### src/rtl/sram_lane_pkg.sv
`timescale 1ns/1ps
// Shared types and helpers for the SRAM byte-lane controller.
// Assumes every phase is at least one clock long.
package sram_lane_pkg;

    typedef enum logic [2:0] {
        ST_IDLE,
        ST_WSETUP,
        ST_WSTROBE,
        ST_WHOLD,
        ST_RTURN,
        ST_RACC,
        ST_DONE
    } seq_state_e;

    // Rounds a time in picoseconds up to whole clock periods, minimum one.
    function automatic int unsigned ps_to_cycles(input int unsigned ps,
                                                 input int unsigned period_ps);
        int unsigned c;
        c = (ps + period_ps - 1) / period_ps;
        if (c == 0) c = 1;
        return c;
    endfunction

    // Larger of two counts.
    function automatic int unsigned max2(input int unsigned a, input int unsigned b);
        return (a > b) ? a : b;
    endfunction

endpackage

### src/rtl/sram_phase_timer.sv
`timescale 1ns/1ps
// Loadable down counter that measures the length of one phase.
// Load the phase length minus one; 'last' is high in the final cycle.
// Assumes load is pulsed only on phase entry.
module sram_phase_timer #(
    parameter int CW = 4
) (
    input  logic          clk,
    input  logic          rst_n,
    input  logic          load,
    input  logic [CW-1:0] load_val,
    output logic          last
);
    logic [CW-1:0] cnt_q;

    // Counts down to zero and holds there until the next load.
    always_ff @(posedge clk) begin
        if (!rst_n)             cnt_q <= '0;
        else if (load)          cnt_q <= load_val;
        else if (cnt_q != '0)   cnt_q <= cnt_q - 1'b1;
    end

    assign last = (cnt_q == '0);

endmodule

### src/rtl/sram_seq_fsm.sv
`timescale 1ns/1ps
// Phase sequencer: walks one transaction through setup, strobe, hold
// (write) or turnaround, access (read), then a single ready cycle.
// It decodes all memory strobes and the bus drive enable from the state.
// Assumes the request fields stay stable while req is high in idle.
module sram_seq_fsm
    import sram_lane_pkg::*;
#(
    parameter int LANES  = 2,
    parameter int ASU_CYC = 1,
    parameter int WE_CYC  = 1,
    parameter int TA_CYC  = 1,
    parameter int RD_CYC  = 1
) (
    input  logic             clk,
    input  logic             rst_n,
    input  logic             req,
    input  logic             req_write,
    input  logic [LANES-1:0] mask,
    output logic             accept,
    output logic             capture,
    output logic             ready,
    output logic             ce_n,
    output logic             oe_n,
    output logic             we_n,
    output logic [LANES-1:0] lane_n,
    output logic             dq_oe
);
    localparam int MAXC = int'(max2(max2(ASU_CYC, WE_CYC), max2(TA_CYC, RD_CYC)));
    localparam int CW   = $clog2(MAXC) + 1;

    localparam logic [CW-1:0] ASU_LD = CW'(ASU_CYC - 1);
    localparam logic [CW-1:0] WE_LD  = CW'(WE_CYC - 1);
    localparam logic [CW-1:0] TA_LD  = CW'(TA_CYC - 1);
    localparam logic [CW-1:0] RD_LD  = CW'(RD_CYC - 1);

    seq_state_e    state_q, state_d;
    logic          tmr_load;
    logic [CW-1:0] tmr_val;
    logic          tmr_last;

    sram_phase_timer #(.CW(CW)) u_timer (
        .clk      (clk),
        .rst_n    (rst_n),
        .load     (tmr_load),
        .load_val (tmr_val),
        .last     (tmr_last)
    );

    // Holds the current phase.
    always_ff @(posedge clk) begin
        if (!rst_n) state_q <= ST_IDLE;
        else        state_q <= state_d;
    end

    // Chooses the next phase and loads the timer on each phase entry.
    always_comb begin
        state_d  = state_q;
        tmr_load = 1'b0;
        tmr_val  = '0;
        accept   = 1'b0;
        capture  = 1'b0;
        unique case (state_q)
            ST_IDLE: if (req) begin
                accept   = 1'b1;
                tmr_load = 1'b1;
                if (req_write) begin
                    state_d = ST_WSETUP;
                    tmr_val = ASU_LD;
                end else begin
                    state_d = ST_RTURN;
                    tmr_val = TA_LD;
                end
            end
            ST_WSETUP: if (tmr_last) begin
                state_d  = ST_WSTROBE;
                tmr_load = 1'b1;
                tmr_val  = WE_LD;
            end
            ST_WSTROBE: if (tmr_last) state_d = ST_WHOLD;
            ST_WHOLD:   state_d = ST_DONE;
            ST_RTURN: if (tmr_last) begin
                state_d  = ST_RACC;
                tmr_load = 1'b1;
                tmr_val  = RD_LD;
            end
            ST_RACC: if (tmr_last) begin
                capture = 1'b1;
                state_d = ST_DONE;
            end
            ST_DONE: state_d = ST_IDLE;
            default: state_d = ST_IDLE;
        endcase
    end

    // Decodes the memory strobes and the drive enable from the phase.
    always_comb begin
        ce_n   = (state_q == ST_IDLE) || (state_q == ST_DONE);
        oe_n   = (state_q != ST_RACC);
        we_n   = (state_q != ST_WSTROBE);
        lane_n = ((state_q == ST_WSTROBE) || (state_q == ST_RACC)) ? ~mask : '1;
        dq_oe  = (state_q == ST_WSTROBE) || (state_q == ST_WHOLD);
        ready  = (state_q == ST_DONE);
    end

    // Checks on the sequencer outputs.
    p_ready_pulse_r8: assert property (@(posedge clk) disable iff (!rst_n)
        ready |=> !ready);
    p_we_window_r4: assert property (@(posedge clk) disable iff (!rst_n)
        !we_n |-> (oe_n && !ce_n));
    p_drive_oe_high_r5: assert property (@(posedge clk) disable iff (!rst_n)
        dq_oe |-> oe_n);
    p_turnaround_r6: assert property (@(posedge clk) disable iff (!rst_n)
        $fell(oe_n) |-> !$past(dq_oe));
    p_ce_idle_r11: assert property (@(posedge clk) disable iff (!rst_n)
        ready |-> ce_n);
    p_empty_mask_r9: assert property (@(posedge clk) disable iff (!rst_n)
        (mask == '0) |-> (lane_n == '1));

endmodule

### src/rtl/sram_lane_datapath.sv
`timescale 1ns/1ps
// Request register and read-capture register for the controller.
// It latches the host fields when a request is accepted and captures the
// bus per byte lane at the end of a read. Lanes outside the mask read as zero.
// Assumes the data width is a whole number of bytes.
module sram_lane_datapath #(
    parameter int AW    = 16,
    parameter int DW    = 16,
    parameter int LANES = DW / 8
) (
    input  logic             clk,
    input  logic             rst_n,
    input  logic             accept,
    input  logic             capture,
    input  logic [AW-1:0]    req_addr,
    input  logic [DW-1:0]    req_wdata,
    input  logic [LANES-1:0] req_mask,
    input  logic [DW-1:0]    dq_in,
    output logic [AW-1:0]    addr_q,
    output logic [DW-1:0]    wdata_q,
    output logic [LANES-1:0] mask_q,
    output logic [DW-1:0]    rdata_q
);
    // Latches the host request on acceptance.
    always_ff @(posedge clk) begin
        if (!rst_n) begin
            addr_q  <= '0;
            wdata_q <= '0;
            mask_q  <= '0;
        end else if (accept) begin
            addr_q  <= req_addr;
            wdata_q <= req_wdata;
            mask_q  <= req_mask;
        end
    end

    for (genvar l = 0; l < LANES; l++) begin : g_lane
        // Captures one byte lane, or zero when the lane is not selected.
        always_ff @(posedge clk) begin
            if (!rst_n)       rdata_q[l*8 +: 8] <= '0;
            else if (capture) rdata_q[l*8 +: 8] <= mask_q[l] ? dq_in[l*8 +: 8] : 8'h00;
        end
    end

endmodule

### src/rtl/sram_lane_ctrl.sv
`timescale 1ns/1ps
// Top of the asynchronous SRAM byte-lane controller.
// It turns picosecond timing limits into cycle counts and connects the
// sequencer to the request and capture registers.
// Assumes the host holds req until the ready pulse.
module sram_lane_ctrl
    import sram_lane_pkg::*;
#(
    parameter int AW             = 16,
    parameter int DW             = 16,
    parameter int CLK_PERIOD_PS  = 10000,
    parameter int ADDR_SETUP_PS  = 0,
    parameter int WE_PULSE_PS    = 8000,
    parameter int BUS_RELEASE_PS = 4000,
    parameter int READ_ACCESS_PS = 10000
) (
    input  logic          clk,
    input  logic          rst_n,
    input  logic          req,
    input  logic          req_write,
    input  logic [AW-1:0] req_addr,
    input  logic [DW-1:0] req_wdata,
    input  logic [1:0]    req_mask,
    output logic          rsp_ready,
    output logic [DW-1:0] rsp_rdata,
    output logic [AW-1:0] mem_addr,
    output logic          mem_ce_n,
    output logic          mem_oe_n,
    output logic          mem_we_n,
    output logic          mem_ub_n,
    output logic          mem_lb_n,
    output logic [DW-1:0] mem_dq_out,
    output logic          mem_dq_oe,
    input  logic [DW-1:0] mem_dq_in
);
    localparam int LANES   = DW / 8;
    localparam int ASU_CYC = int'(ps_to_cycles(ADDR_SETUP_PS,  CLK_PERIOD_PS));
    localparam int WE_CYC  = int'(ps_to_cycles(WE_PULSE_PS,    CLK_PERIOD_PS));
    localparam int TA_CYC  = int'(ps_to_cycles(BUS_RELEASE_PS, CLK_PERIOD_PS));
    localparam int RD_CYC  = int'(ps_to_cycles(READ_ACCESS_PS, CLK_PERIOD_PS));

    logic             accept, capture;
    logic [LANES-1:0] mask_q;
    logic [LANES-1:0] lane_n;

    sram_seq_fsm #(
        .LANES   (LANES),
        .ASU_CYC (ASU_CYC),
        .WE_CYC  (WE_CYC),
        .TA_CYC  (TA_CYC),
        .RD_CYC  (RD_CYC)
    ) u_fsm (
        .clk       (clk),
        .rst_n     (rst_n),
        .req       (req),
        .req_write (req_write),
        .mask      (mask_q),
        .accept    (accept),
        .capture   (capture),
        .ready     (rsp_ready),
        .ce_n      (mem_ce_n),
        .oe_n      (mem_oe_n),
        .we_n      (mem_we_n),
        .lane_n    (lane_n),
        .dq_oe     (mem_dq_oe)
    );

    sram_lane_datapath #(
        .AW    (AW),
        .DW    (DW),
        .LANES (LANES)
    ) u_dp (
        .clk       (clk),
        .rst_n     (rst_n),
        .accept    (accept),
        .capture   (capture),
        .req_addr  (req_addr),
        .req_wdata (req_wdata),
        .req_mask  (req_mask[LANES-1:0]),
        .dq_in     (mem_dq_in),
        .addr_q    (mem_addr),
        .wdata_q   (mem_dq_out),
        .mask_q    (mask_q),
        .rdata_q   (rsp_rdata)
    );

    assign mem_lb_n = lane_n[0];
    assign mem_ub_n = lane_n[LANES-1];

    // The address must hold for the whole selected interval.
    p_addr_stable_r7: assert property (@(posedge clk) disable iff (!rst_n)
        (!mem_ce_n && $past(!mem_ce_n)) |-> $stable(mem_addr));

endmodule

### config.mk
export PLATFORM = sky130hd
export DESIGN_NAME = sram_lane_ctrl
export DESIGN_NICKNAME = d
export VERILOG_FILES = /design/src/rtl/sram_lane_pkg.sv /design/src/rtl/sram_phase_timer.sv /design/src/rtl/sram_seq_fsm.sv /design/src/rtl/sram_lane_datapath.sv /design/src/rtl/sram_lane_ctrl.sv
export SDC_FILE = /design/constraint.sdc
export NUM_CORES = 1
export LEC_CHECK = 0
export ABC_AREA = 0
export ABC_CLOCK_PERIOD_IN_PS = 2810
export CORE_MARGIN = 3
export CORE_UTILIZATION = 44
export CTS_CLUSTER_DIAMETER = 40
export DETAILED_ROUTE_END_ITERATION = 16
export PLACE_DENSITY = 0.95
export SYNTH_ARGS = -nofsm -noshare
export SYNTH_HDL_FRONTEND = slang
export SYNTH_HIERARCHICAL = 1
export SYNTH_SLANG_ARGS = --single-unit
### constraint.sdc
create_clock -name clk -period 2.81 [get_ports clk]
set_input_delay 0.281 -clock clk [delete_from_list [all_inputs] [get_ports clk]]
set_output_delay 0.281 -clock clk [all_outputs]
set_load 0.02 [all_outputs]
# After elaboration in Yosys (flattened, before gate mapping)
# Cells that the tools add are included.
# Widths: inputs -> output; s select.
word_totals:
  register_bits: 54
  inputBits: 54
  output_inout_bits: 55
  elab_cells: 46
op_classes:
  add_sub_neg: 1
  eq_ne: 13
  mux: 15
  n_bitwise: 3
  n_reduce_logical: 7
op_table:
  columns: ["operator", "count"]
  rows:
  - ["$mux 3", 6]
  - ["$pmux 3 s6", 1]
  - ["$mux 8", 2]
  - ["$ne 2x2->1 const B", 5]
  - ["$eq 3x3->1 const B", 3]
  - ["$eq 3x2->1 const B", 2]
  - ["$reduce_and 5->1", 1]
  - ["$mux 1", 4]
  - ["$eq 3x1->1 const B", 1]
  - ["$logic_not 3->1", 1]
  - ["$logic_or 1x1->1", 3]
  - ["$ne 3x2->1 const B", 1]
  - ["$ne 3x3->1 const B", 1]
  - ["$reduce_or 3->1", 1]
  - ["$mux 2", 1]
  - ["$not 1->1", 2]
  - ["$not 2->2", 1]
  - ["$pmux 1 s2", 1]
  - ["$reduce_or 2->1", 1]
  - ["$sub 1x1->1 const B", 1]

# Longest topological paths before layout
depth:
  depth_word: 4
  depth_mapped: 6
  mapped_depth_nobuf: 5

# Hierarchy
# Netlist, hierarchy kept.
by_module_without_submodules:
  columns: ["module", "instances", "cells_each", "area_each_um2", "seq_area_each_um2"]
  rows:
  - ["sram_lane_datapath", 1, 182, 1969.4, 1001.0]
  - ["sram_seq_fsm", 1, 38, 297.8, 60.1]
  - ["sram_phase_timer", 1, 3, 30.0, 20.0]

# Worst setup path after synthesis
# No wires, ideal clock.
synth_path:
  kind: "reg-to-reg"
  startpoint: "register u_fsm.state_q[1]"
  endpoint: "register u_dp.rdata_q[0]"
  setup_ns: 0.059
  t_arrival_ns: 1.423
  required_ns: 2.751
  setup_slack_ns: 1.328
  stages_incl_launch_ff: 7
  n_path_buf: 2
  synth_period_minus_slack_ns: 1.482
  cell_sequence: "dfxtp_1 > buf_6 > nand3b_1 > nor2_1 > clkbuf_1 > nand4_1 > nand2_1"
synth_via:
  elab_chain_cells: 2
synth_rtl:
  columns: ["element", "line", "source"]
  rows:
  - ["from (decl)", "sram_seq_fsm.sv:37", "seq_state_e state_q, state_d;"]
  - ["from (signal assigned)", "sram_seq_fsm.sv:53", "else state_q <= state_d;"]
  - ["$eq 3x3->1", "sram_seq_fsm.sv:63", "unique case (state_q)"]
  - ["$mux 1", "sram_seq_fsm.sv:63", null]
  - ["named net capture", "sram_lane_ctrl.sv:42", "logic accept, capture;"]
  - ["to (signal, indexed assignment)", "sram_lane_datapath.sv:41", "else if (capture) rdata_q[l*8 +: 8] <= mask_q[l] ? dq_in[l*8 +: 8] : 8'h00;"]
  - ["to (decl)", "sram_lane_datapath.sv:22", "output logic [DW-1:0] rdata_q"]
# The timed path passes the listed nets, and every way through them passes these cells.
# A chain may end at the register's enable or synchronous reset.

# Worst setup path in the final report
layout_path:
  startpoint: "register u_fsm.state_q[0]"
  endpoint: "output mem_lb_n"
layout_via:
  elab_chain_cells: 3
  elab_cells_between_ends: 4
  classes_between: "2 x eq/ne; 1 x mux; 1 x reduce/logical"
layout_rtl:
  columns: ["element", "line", "source"]
  rows:
  - ["$eq 3x2->1 or $eq 3x3->1 (tied branches)", "sram_seq_fsm.sv:101", "lane_n = ((state_q == ST_WSTROBE) || (state_q == ST_RACC)) ? ~mask : '1;"]
  - ["$logic_or 1x1->1 (*)", "sram_seq_fsm.sv:101", null]
  - ["$mux 2 (*)", "sram_seq_fsm.sv:101", null]
  - ["to (decl)", "sram_lane_ctrl.sv:31", "output logic mem_lb_n,"]
# Mark *: on every way between the ends. The rest lies on a longest branch, timed or not.

==> results.json <==
{
  "std_cell_rows": 25,
  "cts.htree.levels": 2,
  "path_class": "reg -> out",
  "dieArea_um2": 6120,
  "multiInputGateArea_um2": 1040,
  "cp.required_ps": 2530,
  "synth_largest_area_cell": "dfxtp_1",
  "ys.flop_type": "dfxtp_1",
  "firstDrtPassIters": 4,
  "worstMarginPinSlew_ps": 1030,
  "core-area_um2": 4880,
  "pwr-share-comb_pct": 34.4,
  "yosysWarnings": 6,
  "finalSetupViolations": 0,
  "power_frac_seq_pct": 44.6,
  "synth_area_leaders": "dfxtp_1 47%, mux2i_1 15%, nor2b_1 9.8%, nand3b_1 5.9%, nand4_1 4.4%",
  "status": "finished, final reports clean",
  "ctsResizeCount": 0,
  "clockPowerShare_pct": 21.0,
  "hold_buffers": 0,
  "cts_buffers": 5,
  "met1_usage_pct": 22.0,
  "numPortBuffers": 108,
  "critPathArrivalTime_ps": 1880,
  "slew_viol_final": 0,
  "grt_pass1_vias": 1810,
  "clock_sinks": 54,
  "die_w_um": 78.3,
  "antenna_found_initial": 0,
  "drive_above_1_share_pct": 5.59,
  "grt_overflow": 0,
  "met2_usage_pct": 31.2,
  "wl_per_cell_um": 14.3,
  "nets": 375,
  "yosys.cell_types.count": 29,
  "synth-seq-cells": 54,
  "gp_congestion": 0.764,
  "setup-tns-final_ps": 0,
  "met3_usage_pct": 5.50,
  "synth-seq-area-share_pct": 47.1,
  "syn_inst": 223,
  "drv_cap": 0,
  "dp_hpwl_um": 4000,
  "internal-power_uw": 1430,
  "fmax_ghz": 0.462,
  "ant_nets": 0,
  "grt_max_degree": 71,
  "crit_fanout": 13,
  "clockBufferDepth": 2,
  "tritoncts": "done",
  "drc_errors": 0,
  "initial_core_util_pct": 47.1,
  "hold_violations": 0,
  "viasPerCell": 4.91,
  "synth_area_per_cell_um2": 10.3,
  "min_path_type": "reg -> reg",
  "rsz0062_at_grt": "no",
  "cts_setup_buffers": 0,
  "p_sw_uw": 661,
  "utilization_pct": 69.8,
  "fin_crit_sh_pct": 77.0,
  "busiest_layer": "met2",
  "finalPower_uw": 2100,
  "leakagePower_uw": 0.00131,
  "finalWirelength_um": 5570,
  "clk_pin_slew_ps": 90,
  "synth_fp_nets": 277,
  "grt_pass1_wl_um": 9020,
  "startpoint_type": "register",
  "pre_cts_ws_ps": 794,
  "die_h_um": 78.3,
  "power.share.switching_pct": 31.5,
  "cts-root-buf": "clkbuf_8",
  "skew_ps": 7.83,
  "antenna_cells": 0,
  "syn2layout_area_growth_pct": 48.2,
  "nFillCells": 386,
  "seq_area_um2": 1080,
  "ios": 109,
  "post-route-min-period_ps": 2160,
  "synthArstFlopShare_pct": 0,
  "drt_iter0_drc": 118,
  "cp-end-kind": "output port",
  "synth_top_area_share_pct": 47.1,
  "peakVddDrop_uv": 626,
  "insertion_delay_ps": 300,
  "timing.hold.ws_ps": 472,
  "power_density_nw_per_um2": 615,
  "max_slew_margin_pct": 31.5,
  "synth_area_um2": 2300,
  "num_vias": 1910,
  "fin_ws_ps": 646,
  "synth_edf_count": 0,
  "grtUsageTotal_pct": 18.3
}
[area by class of cell]
class                           instances  share of cell area (%)
Tap cell                               67                    2.46
Clock buffer                            6                    2.43
Multi-Input combinational cell        146                    30.4
Sequential cell                        54                    31.8
Clock inverter                          2                   0.368
Timing Repair Buffer                  110                    32.0
Inverter                                4                   0.515
[layer usage]
layer	up-vias	wire, um
met5	-	0
met4	0	97
met3	9	358
met2	72	2770
met1	880	2350
li1	949	-
[through the flow]
| step | instances | cell area, um2 |
|---|---|---|
| finish | 389 | 3400 |
| CTS | 389 | 3400 |
| detailed placement | 381 | 3310 |
| global placement | 381 | 3310 |
| floorplan | 223 | 2300 |
| global route | 389 | 3400 |
[worst max-delay path, stage by stage (launching register included)]
cell and delay (ps):
dfxtp_1 600, nand3b_1 220, o21ai_2 120, nand2_1 70, clkdlybuf4s50_1 570
[logic make-up (layout without fill, tap and decap cells)]
| family | Yosys count | after routing | synth area share [%] |
|---|---|---|---|
| multiplexers | 35 | 35 | 15.3 |
| AO/OA/AOI/OAI | 9 | 9 | 3.21 |
| AND/OR/NAND/NOR | 101 | 101 | 26.2 |
| flip-flops | 54 | 54 | 47.1 |
| other | 1 | 1 | 0.163 |
| buffers and inverters | 23 | 122 | 8.12 |
[power groups by stage]
stage / Clock, uW / Sequential [uW] / Combinational [uW]
after global routing: 483 / 949 / 776
final: 439 / 935 / 721
after global placement: 0 / 946 / 713
after CTS: 456 / 934 / 729
after detailed placement: 0 / 950 / 727
after floorplan: 0 / 996 / 458
[cell usage after synthesis, drive strengths merged, types with 2 or more instances]
master and n:
nand3b 18, dfxtp 54, mux2i 35, buf 14, a21oi 2, inv 4, nor2b 36, nand2 21
o21ai 3, nand2b 2, nor2 4, nand4 16, clkbuf 5
[state kept, by name (all words and copies together) (netlist names)]
name / flops
u_dp/wdata_q: 16
u_fsm/state_q: 3
u_dp/mask_q: 2
u_dp/addr_q: 16
u_dp/rdata_q: 16
u_fsm/u_timer/cnt_q: 1
[worst paths after layout]
path | slack [ps] | from | to | depth (start not counted)
min reg2reg | 470 | u_dp/rdata_q[5] | u_dp/rdata_q[5] | 2
min | 470 | u_dp/rdata_q[5] | u_dp/rdata_q[5] | 2
max reg2reg | 1090 | u_fsm/state_q[0] | u_dp/addr_q[12] | 4
max | 650 | u_fsm/state_q[0] | mem_lb_n | 4
[cell usage in the layout, fill, tap and decap left out, types with 2 or more instances in the layout]
master	count
buf_4	2
clkbuf_8	6
clkdlybuf4s50_1	107
dfxtp_1	54
inv_1	3
mux2i_1	35
nand2_1	21
nand3b_1	18
nand4_1	16
nor2_1	4
nor2b_1	36
o21ai_0	2
(Power assumes the default switching activity.)
